`src/rtl/irq_route_pkg.sv`:
```
package irq_route_pkg;
  localparam int SRC_N       = 16;
  localparam int SEL_W       = 4;
  localparam int LINE_N      = 12;
  localparam int LINE_BASE   = 4;
  localparam int EXT_N       = 4;
  localparam int EXT_BASE    = 4;
  localparam int PERIPH_N    = SRC_N - EXT_N;
  localparam int WORD_W      = 32;
  localparam int ADDR_W      = 4;
  localparam int FIELDS_WORD = LINE_N / 2;

  localparam logic [ADDR_W-1:0] OFF_SEL_HI = 4'h0;
  localparam logic [ADDR_W-1:0] OFF_SEL_LO = 4'h4;
  localparam logic [ADDR_W-1:0] OFF_POL    = 4'h8;

  // fields advance by five bits, with one extra gap bit after the third
  function automatic int field_lsb(input int j);
    return j * (SEL_W + 1) + ((j >= FIELDS_WORD / 2) ? 1 : 0);
  endfunction

  function automatic logic [WORD_W-1:0] sel_used_mask();
    logic [WORD_W-1:0] m;
    m = '0;
    for (int j = 0; j < FIELDS_WORD; j++) m[field_lsb(j) +: SEL_W] = '1;
    return m;
  endfunction

  localparam logic [WORD_W-1:0] SEL_USED = sel_used_mask();

  typedef logic [SEL_W-1:0] sel_t;
endpackage

```
`src/rtl/irq_sel_regs.sv`:
```
module irq_sel_regs
  import irq_route_pkg::*;
(
  input  logic                          clk,
  input  logic                          rst_n,
  input  logic                          we_i,
  input  logic [ADDR_W-1:0]             addr_i,
  input  logic [WORD_W-1:0]             wdata_i,
  output logic [LINE_N-1:0][SEL_W-1:0]  sel_o,
  output logic [EXT_N-1:0]              pol_o,
  output logic [WORD_W-1:0]             rdata_o
);
  logic [LINE_N-1:0][SEL_W-1:0] sel_q;
  logic [EXT_N-1:0]             pol_q;
  logic [WORD_W-1:0]            lo_word, hi_word;
  logic                         unused_wbits;

  assign unused_wbits = ^(wdata_i & ~SEL_USED & ~WORD_W'({EXT_N{1'b1}}));

  for (genvar gi = 0; gi < LINE_N; gi++) begin : g_field
    localparam int J = gi % FIELDS_WORD;
    localparam int LSB = field_lsb(J);
    localparam logic [ADDR_W-1:0] OFF = (gi < FIELDS_WORD) ? OFF_SEL_LO : OFF_SEL_HI;
    always_ff @(posedge clk) begin
      if (!rst_n)                    sel_q[gi] <= SEL_W'(LINE_BASE + gi);
      else if (we_i && addr_i == OFF) sel_q[gi] <= wdata_i[LSB +: SEL_W];
    end
  end

  always_ff @(posedge clk) begin
    if (!rst_n)                          pol_q <= '0;
    else if (we_i && addr_i == OFF_POL)  pol_q <= wdata_i[EXT_N-1:0];
  end

  always_comb begin
    lo_word = '0;
    hi_word = '0;
    for (int j = 0; j < FIELDS_WORD; j++) begin
      lo_word[field_lsb(j) +: SEL_W] = sel_q[j];
      hi_word[field_lsb(j) +: SEL_W] = sel_q[j + FIELDS_WORD];
    end
  end

  always_comb begin
    case (addr_i)
      OFF_SEL_HI: rdata_o = hi_word;
      OFF_SEL_LO: rdata_o = lo_word;
      OFF_POL:    rdata_o = WORD_W'(pol_q);
      default:    rdata_o = '0;
    endcase
  end

  assign sel_o = sel_q;
  assign pol_o = pol_q;

  // state only moves on a write strobe
  assert_hold_without_write_R4: assert property (@(posedge clk) disable iff (!rst_n)
    !we_i |=> ($stable(sel_q) && $stable(pol_q)));
  // gap bits of selector words never read back set
  assert_gap_bits_zero_R3: assert property (@(posedge clk) disable iff (!rst_n)
    (addr_i == OFF_SEL_HI || addr_i == OFF_SEL_LO) |-> ((rdata_o & ~SEL_USED) == '0));
  // polarity word upper bits read zero
  assert_pol_upper_zero_R3: assert property (@(posedge clk) disable iff (!rst_n)
    (addr_i == OFF_POL) |-> (rdata_o[WORD_W-1:EXT_N] == '0));
endmodule

```
`src/rtl/irq_pin_edge.sv`:
```
module irq_pin_edge (
  input  logic clk,
  input  logic rst_n,
  input  logic pin_i,
  input  logic falling_i,
  output logic cpu_edge_o,
  output logic raw_edge_o
);
  logic prev_q;

  always_ff @(posedge clk) begin
    if (!rst_n) prev_q <= 1'b0;
    else        prev_q <= pin_i;
  end

  assign raw_edge_o = pin_i & ~prev_q;
  assign cpu_edge_o = falling_i ? (prev_q & ~pin_i) : raw_edge_o;

  // an inverted pin never reports both paths on the same transition
  assert_inverted_disjoint_R7: assert property (@(posedge clk) disable iff (!rst_n)
    falling_i |-> !(cpu_edge_o && raw_edge_o));
  // a pin in default polarity gives the same event on both paths
  assert_default_matches_raw_R6: assert property (@(posedge clk) disable iff (!rst_n)
    !falling_i |-> (cpu_edge_o == raw_edge_o));
endmodule

```
`src/rtl/irq_line_mux.sv`:
```
module irq_line_mux
  import irq_route_pkg::*;
(
  input  logic                          clk,
  input  logic                          rst_n,
  input  logic [SRC_N-1:0]              src_i,
  input  logic [LINE_N-1:0][SEL_W-1:0]  sel_i,
  output logic [LINE_N-1:0]             evt_o
);
  logic [LINE_N-1:0] evt_q;

  for (genvar gi = 0; gi < LINE_N; gi++) begin : g_line
    always_ff @(posedge clk) begin
      if (!rst_n) evt_q[gi] <= 1'b0;
      else        evt_q[gi] <= src_i[sel_i[gi]];
    end

    // a line only pulses after some source fired
    assert_evt_needs_source_R5: assert property (@(posedge clk) disable iff (!rst_n)
      evt_q[gi] |-> ($past(src_i) != '0));

    if (gi > 0) begin : g_share
      // lines sharing a selector pulse together
      assert_shared_source_R9: assert property (@(posedge clk) disable iff (!rst_n)
        $past(sel_i[gi] == sel_i[0]) |-> (evt_q[gi] == evt_q[0]));
    end
  end

  assign evt_o = evt_q;
endmodule

```
`src/rtl/irq_route_mux.sv`:
```
module irq_route_mux
  import irq_route_pkg::*;
(
  input  logic                 clk,
  input  logic                 rst_n,
  input  logic                 cfg_we,
  input  logic [ADDR_W-1:0]    cfg_addr,
  input  logic [WORD_W-1:0]    cfg_wdata,
  output logic [WORD_W-1:0]    cfg_rdata,
  input  logic [PERIPH_N-1:0]  periph_evt_i,
  input  logic [EXT_N-1:0]     ext_pin_i,
  output logic [LINE_N-1:0]    cpu_line_evt_o,
  output logic [EXT_N-1:0]     dma_pin_evt_o
);
  logic [LINE_N-1:0][SEL_W-1:0] sel;
  logic [EXT_N-1:0]             pol;
  logic [EXT_N-1:0]             cpu_edge, raw_edge;
  logic [EXT_N-1:0]             dma_q;
  logic [SRC_N-1:0]             src_vec;

  irq_sel_regs u_regs (
    .clk(clk), .rst_n(rst_n), .we_i(cfg_we), .addr_i(cfg_addr),
    .wdata_i(cfg_wdata), .sel_o(sel), .pol_o(pol), .rdata_o(cfg_rdata)
  );

  for (genvar gk = 0; gk < EXT_N; gk++) begin : g_pin
    irq_pin_edge u_edge (
      .clk(clk), .rst_n(rst_n), .pin_i(ext_pin_i[gk]), .falling_i(pol[gk]),
      .cpu_edge_o(cpu_edge[gk]), .raw_edge_o(raw_edge[gk])
    );

    // DMA pulse only follows a pin that was high
    assert_dma_after_high_R8: assert property (@(posedge clk) disable iff (!rst_n)
      dma_q[gk] |-> $past(ext_pin_i[gk]));
  end

  always_comb begin
    src_vec = {periph_evt_i[PERIPH_N-1:EXT_BASE], cpu_edge, periph_evt_i[EXT_BASE-1:0]};
  end

  always_ff @(posedge clk) begin
    if (!rst_n) dma_q <= '0;
    else        dma_q <= raw_edge;
  end

  irq_line_mux u_mux (
    .clk(clk), .rst_n(rst_n), .src_i(src_vec), .sel_i(sel), .evt_o(cpu_line_evt_o)
  );

  assign dma_pin_evt_o = dma_q;
endmodule

```
`config.mk`:
```
export PLATFORM = sky130hd
export DESIGN_NAME = irq_route_mux
export DESIGN_NICKNAME = d
export VERILOG_FILES = /design/src/rtl/irq_route_pkg.sv /design/src/rtl/irq_sel_regs.sv /design/src/rtl/irq_pin_edge.sv /design/src/rtl/irq_line_mux.sv /design/src/rtl/irq_route_mux.sv
export SDC_FILE = /design/constraint.sdc
export NUM_CORES = 1
export LEC_CHECK = 0
export BUFFER_PORTS_ARGS = -buffer_cell sky130_fd_sc_hd__buf_4
export CAP_MARGIN = 5
export CORE_MARGIN = 5
export CORE_UTILIZATION = 61
export CTS_BUF_LIST = sky130_fd_sc_hd__clkbuf_2 sky130_fd_sc_hd__clkbuf_4 sky130_fd_sc_hd__clkbuf_8
export DETAILED_ROUTE_END_ITERATION = 8
export GPL_TIMING_DRIVEN = 0
export PLACE_DENSITY_LB_ADDON = 0.05
export SLEW_MARGIN = 40
export SYNTH_ARGS = -nofsm -noshare
export SYNTH_HDL_FRONTEND = slang
export SYNTH_SLANG_ARGS = --single-unit
```
`constraint.sdc`:
```
create_clock -name clk -period 2.2 [get_ports clk]
set_input_delay 0.33 -clock clk [delete_from_list [all_inputs] [get_ports clk]]
set_output_delay 0.33 -clock clk [all_outputs]
set_load 0.02 [all_outputs]
```
==> qor.yml, run 1 <==
status: "completed"
fin_skew_ns: 0.01372
die_area_sq_um: 9660
wl_per_cell_microns: 20.69
synth_compound_area_frac: 0.1484
dp_hpwl_microns: 10790
ys_warn_count: 0
clockBufferDepth: 2
fin_hold_ws_ns: 0.1944
finalPower_mw: 3.191
crit_top_cell: "buf_4"
clockPowerShare: 0.387
io_pins: 103
worstReg2RegStart: "g_pin[0].u_edge.prev_q"
critPathCaptureType: "output pin"
path_clk_slew_ns: 0.10
rsz0062_at_grt: "false"
drc_errors: 0
rows: 32
fin_crit_sh: 0.9846
period_minus_slack_ns: 2.166
ant_nets: 0
power_density_nw_per_um2: 552.7
clk-insertion-delay-late_ns: 0.35
yosysUniqueCellTypes: 30
via_per_inst: 6.501
yosys.area_share.adder: 0
track_usage: 0.3125
crit_type: "primary input to output pin"
startpoint_type: "primary input"
p_leak_nw: 2.451
cp_data_required_time_ns: 1.87
avgSynthCellArea_sq_um: 9.074
hp-class: "primary input to register"
die_h_microns: 98.29
drive_above_1_share: 0.3038
cts-root-buf: "clkbuf_8"
share_comb_of_total_power: 0.184
p_int_mw: 2.283
p_seq_frac: 0.429
syn_inst: 524
grt_pass1_wl_microns: 24020
path_cells: "buf_4 > nor4_4 > clkbuf_1 > a22o_1 > buf_4"
cts-htree-levels: 3
drt_iter0_markers: 508
grt_pass1_vias: 4657
firstDrtPassIters: 9
ys_seq_elements: 72
core_area_sq_um: 7647
start_util: 0.6217
worst_slew_pin_slew_ns: 0.7822
slowest_delay_ns: 0.54
synth-seq-area-share: 0.3032
fillCellCount: 575
synth_top_family_by_area: "simple AND/OR/NAND/NOR gates"
antenna_found_initial: 0
area_growth_pct: 21.42
p_sw_mw: 0.9073
num_antenna_cells: 0
setup.worst_path.start: "cfg_addr[2]"
hold_viol: 0
synth.mux.area_fraction: 0.1989
cts_setup_buffers: 0
slew_headroom: 0.4772
grt_overflow_total: 0
vias: 4772
drt-total-wl_microns: 15190
cts_sinks: 72
worst_r2r_path_depth: 5
crit_slowest_cell: "nor4_4"
cts_tree: "built"
drv_cap: 0
io_buffers: 85
setup_viol: 0
grt_max_degree: 14
synthXorXnorAreaFrac: 0
critPathCapture: "cfg_rdata[24]"
regToRegEndpoint: "u_mux.evt_o[4]"
max_freq_mhz: 461.7
cts_made_buffers: 9
vdd_drop_max_mv: 0.4175
place_congestion: 0.9206
crit_arrival_ns: 1.84
die_w_microns: 98.29
drv_slew: 0
r2r_slack_ns: 0.21
swShare: 0.2844
synthSimpleGateAreaFrac: 0.2734
finalNetCount: 682
syn-cell-area_sq_um: 4755
hold_buffers: 0
cp_max_fo: 10
## cell usage in the layout (no fill, tap or decap), types with 12 or more instances in the layout
master    synthesis  layout
nor2b_1          18      18
a21oi_1          14      14
nand2_1         115     115
o21ai_0          12      12
dfxtp_1          72      72
mux2_2           12      12
a22o_1           20      20
nand3_1          56      56
buf_2            16      16
and4b_1          12      12
clkbuf_1         42      40
nor4bb_1         12      12
a21boi_1         12      12
a21boi_0         12      12
buf_4            11      96
mux4_2           36      36
nand3b_1         14      14
## worst max-delay path: cells and delay by family
family | cells | cell delay [ns]
AND/OR/NAND/NOR | 1 | 0.54
AO/OA/AOI/OAI | 1 | 0.24
buffers and inverters | 3 | 0.71
## logic make-up (layout without fill, tap and decap cells)
logic type,after synthesis,count (layout)
AO/OA/AOI/OAI,86,86
buffers and inverters,77,178
flip-flops,72,72
multiplexers,48,48
other,1,8
AND/OR/NAND/NOR,240,240
## synthesized netlist by cell type, drive strengths merged
master,instances,area (sq um)
a21boi,24,180.2
a21oi,14,70.07
a222oi,4,40.04
a22o,20,175.2
and2,6,37.54
and4b,12,120.1
buf,31,185.2
clkbuf,42,157.7
conb,1,3.750
dfxtp,72,1441
inv,4,15.01
mux2,12,135.1
mux4,36,810.8
nand2,115,431.7
nand3,56,280.3
nand3b,14,105.1
nor2b,18,112.6
nor3b,2,15.01
nor4,1,21.27
nor4b,2,38.78
nor4bb,12,120.1
o21ai,12,60.06
o41ai,12,180.2
or3b,2,17.52
## how the worst min path moves through the flow
stage | slack (ns) | endpoint | depth (start not counted) | from
floorplan | 0.41 | dma_pin_evt_o[0] | 1 | g_pin[0].u_edge.prev_q
global placement | 0.41 | dma_pin_evt_o[0] | 1 | g_pin[0].u_edge.prev_q
detailed placement | 0.43 | dma_pin_evt_o[3] | 1 | g_pin[3].u_edge.prev_q
CTS | 0.19 | u_regs.sel_o[39] | 3 | cfg_wdata[19]
global route | 0.20 | u_regs.sel_o[45] | 3 | cfg_wdata[27]
finish | 0.19 | u_regs.sel_o[47] | 3 | cfg_wdata[29]
## power groups by stage
stage / Combinational (mW) / Sequential [mW] / Clock, mW
after floorplan: 0.329 / 1.42 / 0
after global placement: 0.564 / 1.40 / 0
after detailed placement: 0.576 / 1.40 / 0
after CTS: 0.578 / 1.37 / 1.23
after global routing: 0.624 / 1.37 / 1.28
final: 0.587 / 1.37 / 1.23
## state kept, by name, summed over array words and instances (netlist names)
register / cells
u_regs.sel_o: 48
u_mux.evt_o: 12
dma_pin_evt_o: 4
g_pin.u_edge.prev_q: 4
u_regs.pol_o: 4
## metrics by stage
step,utilization,cell area [sq um],setup TNS (ns),setup WS (ns),instances
after floorplan,-,4781,0,0.5473,531
after global placement,0.7253,5547,0,0.002904,718
after detailed placement,0.7253,5547,-0.01074,-0.01074,718
after CTS,0.7547,5772,0,0.04591,734
after global routing,0.7549,5773,0,0.004745,734
final,0.7549,5773,0,0.03386,734
## layout make-up
cell class,count,area (sq um),area share
Tap cell,102,127.6,0.02211
Sequential cell,72,1441,0.2497
Clock inverter,6,92.59,0.01604
Buffer,73,345.3,0.05982
Timing Repair Buffer,85,638.1,0.1105
Multi-Input combinational cell,382,2982,0.5165
Clock buffer,10,131.4,0.02276
Inverter,4,15.01,0.002601
## per-layer routing
metal,part of all wire,routed length [microns],global-route usage
met1,0.37,5661,0.4190
met4,0.033,499,0.1250
met5,0,0,0
met2,0.46,6974,0.4899
met3,0.14,2050,0.07214
## timing repair
item                       4_1_cts  5_1_grt
setup endpoints to repair        1       10
gates resized for setup          1        2
gates cloned                     0        0
No activity file was read; power rests on OpenSTA's default activity.
==> run 2, diff against run 1 <==
CORE_ASPECT_RATIO = 1.75   (was unset)
==> qor.yml, run 2 (synthesis gave the netlist of run 1 again) <==
grt_pass1_vias: 4789  # +2.8%
firstDrtPassIters: 5  # -4
drive_above_1_share: 0.3070  # +0.003165
hp-class: "primary input to register"
rsz0062_at_grt: "false"
path_clk_slew_ns: 0.09  # about the same
p_leak_nw: 2.485  # +1.4%
cp_data_required_time_ns: 1.87  # about the same
cts-root-buf: "clkbuf_8"
setup_slack_ns: 0.05822  # +0.02437 ns
crit_buf_inv: 3  # unchanged
mostFrequentLayoutCell: "nand2_1"
cp_max_fo: 10  # unchanged
cts_tree: "built"
status: "completed"
grt_overflow_total: 0  # unchanged
largest_register_ffs: 48  # unchanged
placed_cells: 704  # -1.9%
hold_start: "cfg_wdata[26]"
crit_type: "primary input to output pin"
cts_setup_buffers: 0  # unchanged
rows: 42  # +31%
cts_made_buffers: 9  # unchanged
num_antenna_cells: 0  # unchanged
crit_slowest_cell: "nor4b_4"
dp_hpwl_microns: 11500  # +6.6%
track_usage: 0.3308  # +0.01826
setup_viol: 0  # unchanged
path_cells: "buf_4 > nor4b_4 > clkbuf_2 > a22o_1 > buf_4"
cts_sinks: 72  # unchanged
ant_nets: 0  # unchanged
max_freq_mhz: 466.9  # +1.1%
regToRegEndpoint: "u_mux.evt_o[7]"
worstReg2RegStart: "g_pin[0].u_edge.prev_q"
vdd_drop_max_mv: 0.4961  # +19%
slowest_delay_ns: 0.56  # +0.02 ns
io_pins: 103  # unchanged
finalNetCount: 682  # unchanged
fin_skew_ns: 0.008002  # -0.005720 ns
final_cell_area_sq_um: 5801  # +0.48%
die_w_microns: 76.74  # -22%
crit_top_cell: "buf_4"
crit_family: "buffers and inverters"
power_density_nw_per_um2: 586.1  # +6.0%
worst_r2r_path_depth: 5  # unchanged
drv_slew: 0  # unchanged
mostFrequentLayoutCells: "nand2_1 (115), buf_4 (96), dfxtp_1 (72)"
finalPower_mw: 3.400  # +6.6%
clk-insertion-delay-late_ns: 0.38  # +0.03 ns
start_util: 0.6283  # +0.006579
fin_crit_sh: 0.9735  # -0.01108
wl_per_cell_microns: 22.76  # +10%
fillCellCount: 570  # -0.87%
finalSetupTns_ns: 0  # unchanged
drt-total-wl_microns: 16390  # +7.9%
critPathCaptureType: "output pin"
hold_viol: 0  # unchanged
dpl_worst_slack_ns: -0.1066  # -0.09586 ns
startpoint_type: "primary input"
postPlaceCellArea_sq_um: 5529  # -0.32%
io_buffers: 85  # unchanged
fin_cells: 720  # -1.9%
hold_path_depth: 3  # unchanged
antenna_found_initial: 0  # unchanged
area_growth_pct: 22.00
clockBufferDepth: 2  # unchanged
drv_cap: 0  # unchanged
worst_slew_pin_slew_ns: 0.7895  # +0.007287 ns
drt_iter0_markers: 603  # +19%
cts-htree-levels: 3  # unchanged
place_congestion: 0.9543  # +3.7%
grt_pass1_wl_microns: 25030  # +4.2%
core_area_sq_um: 7567  # -1.0%
period_minus_slack_ns: 2.142  # -0.02437 ns
die_area_sq_um: 9729  # +0.72%
r2r_slack_ns: 0.26  # +0.05 ns
grt_max_degree: 14  # unchanged
via_per_inst: 6.617  # +1.8%
drc_errors: 0  # unchanged
die_h_microns: 126.8  # +29%
slew_headroom: 0.4737  # -0.003494
crit_arrival_ns: 1.81  # -0.03 ns
vias: 4764  # -0.17%
whs_endpoint: "u_regs.sel_o[44]"
-- run 2: tightest hold or removal path, cell delays in order --
cell and delay (ns):
buf_4 0.08, nand2_1 0.04, nand3_1 0.06
-- run 2: routing by layer --
metal | GRT usage | routed length [microns]
met1 | 0.3558 | 5286
met2 | 0.5543 | 8460
met3 | 0.06809 | 1504
met4 | 0.2606 | 1135
met5 | 0 | 0
-- run 2: power breakdown --
part	leakage [nW]	internal, mW	total, mW	switching (mW)
logic	1.76	0.282	0.604	0.322
registers	0.588	1.34	1.37	0.0249
clock network	0.134	0.871	1.43	0.556
-- run 2: worst max path at each step --
| stage | startpoint | end | slack (ns) | cells past startpoint |
|---|---|---|---|---|
| after floorplan | cfg_addr[3] | cfg_rdata[10] | 0.55 | 3 |
| after global placement | cfg_addr[3] | cfg_rdata[21] | -0.07 | 5 |
| after detailed placement | cfg_addr[3] | cfg_rdata[21] | -0.11 | 5 |
| after CTS | cfg_addr[2] | cfg_rdata[24] | 0.05 | 5 |
| after global routing | cfg_addr[3] | cfg_rdata[0] | 0.03 | 6 |
| final | cfg_addr[3] | cfg_rdata[21] | 0.06 | 5 |
-- run 2: cell type report --
type	count	area, sq um	share of cell area
Buffer	73	347.8	0.05997
Sequential cell	72	1441	0.2485
Timing Repair Buffer	85	638.1	0.1100
Clock buffer	9	123.9	0.02135
Tap cell	88	110.1	0.01898
Multi-Input combinational cell	382	2982	0.5140
Clock inverter	7	142.6	0.02459
Inverter	4	15.01	0.002588
-- run 2: stage by stage --
| stage | util | hold slack (ns) |
|---|---|---|
| floorplan | - | 0.4073 |
| global placement | 0.7307 | 0.4203 |
| detailed placement | 0.7307 | 0.4327 |
| CTS | 0.7664 | 0.1631 |
| global route | 0.7665 | 0.1736 |
| finish | 0.7665 | 0.1661 |
-- run 2: timing repair --
action,CTS,global route
setup endpoints to repair,15,10
resized for setup,3,2
endpoints found under the hold margin,0,0
hold buffers,0,0
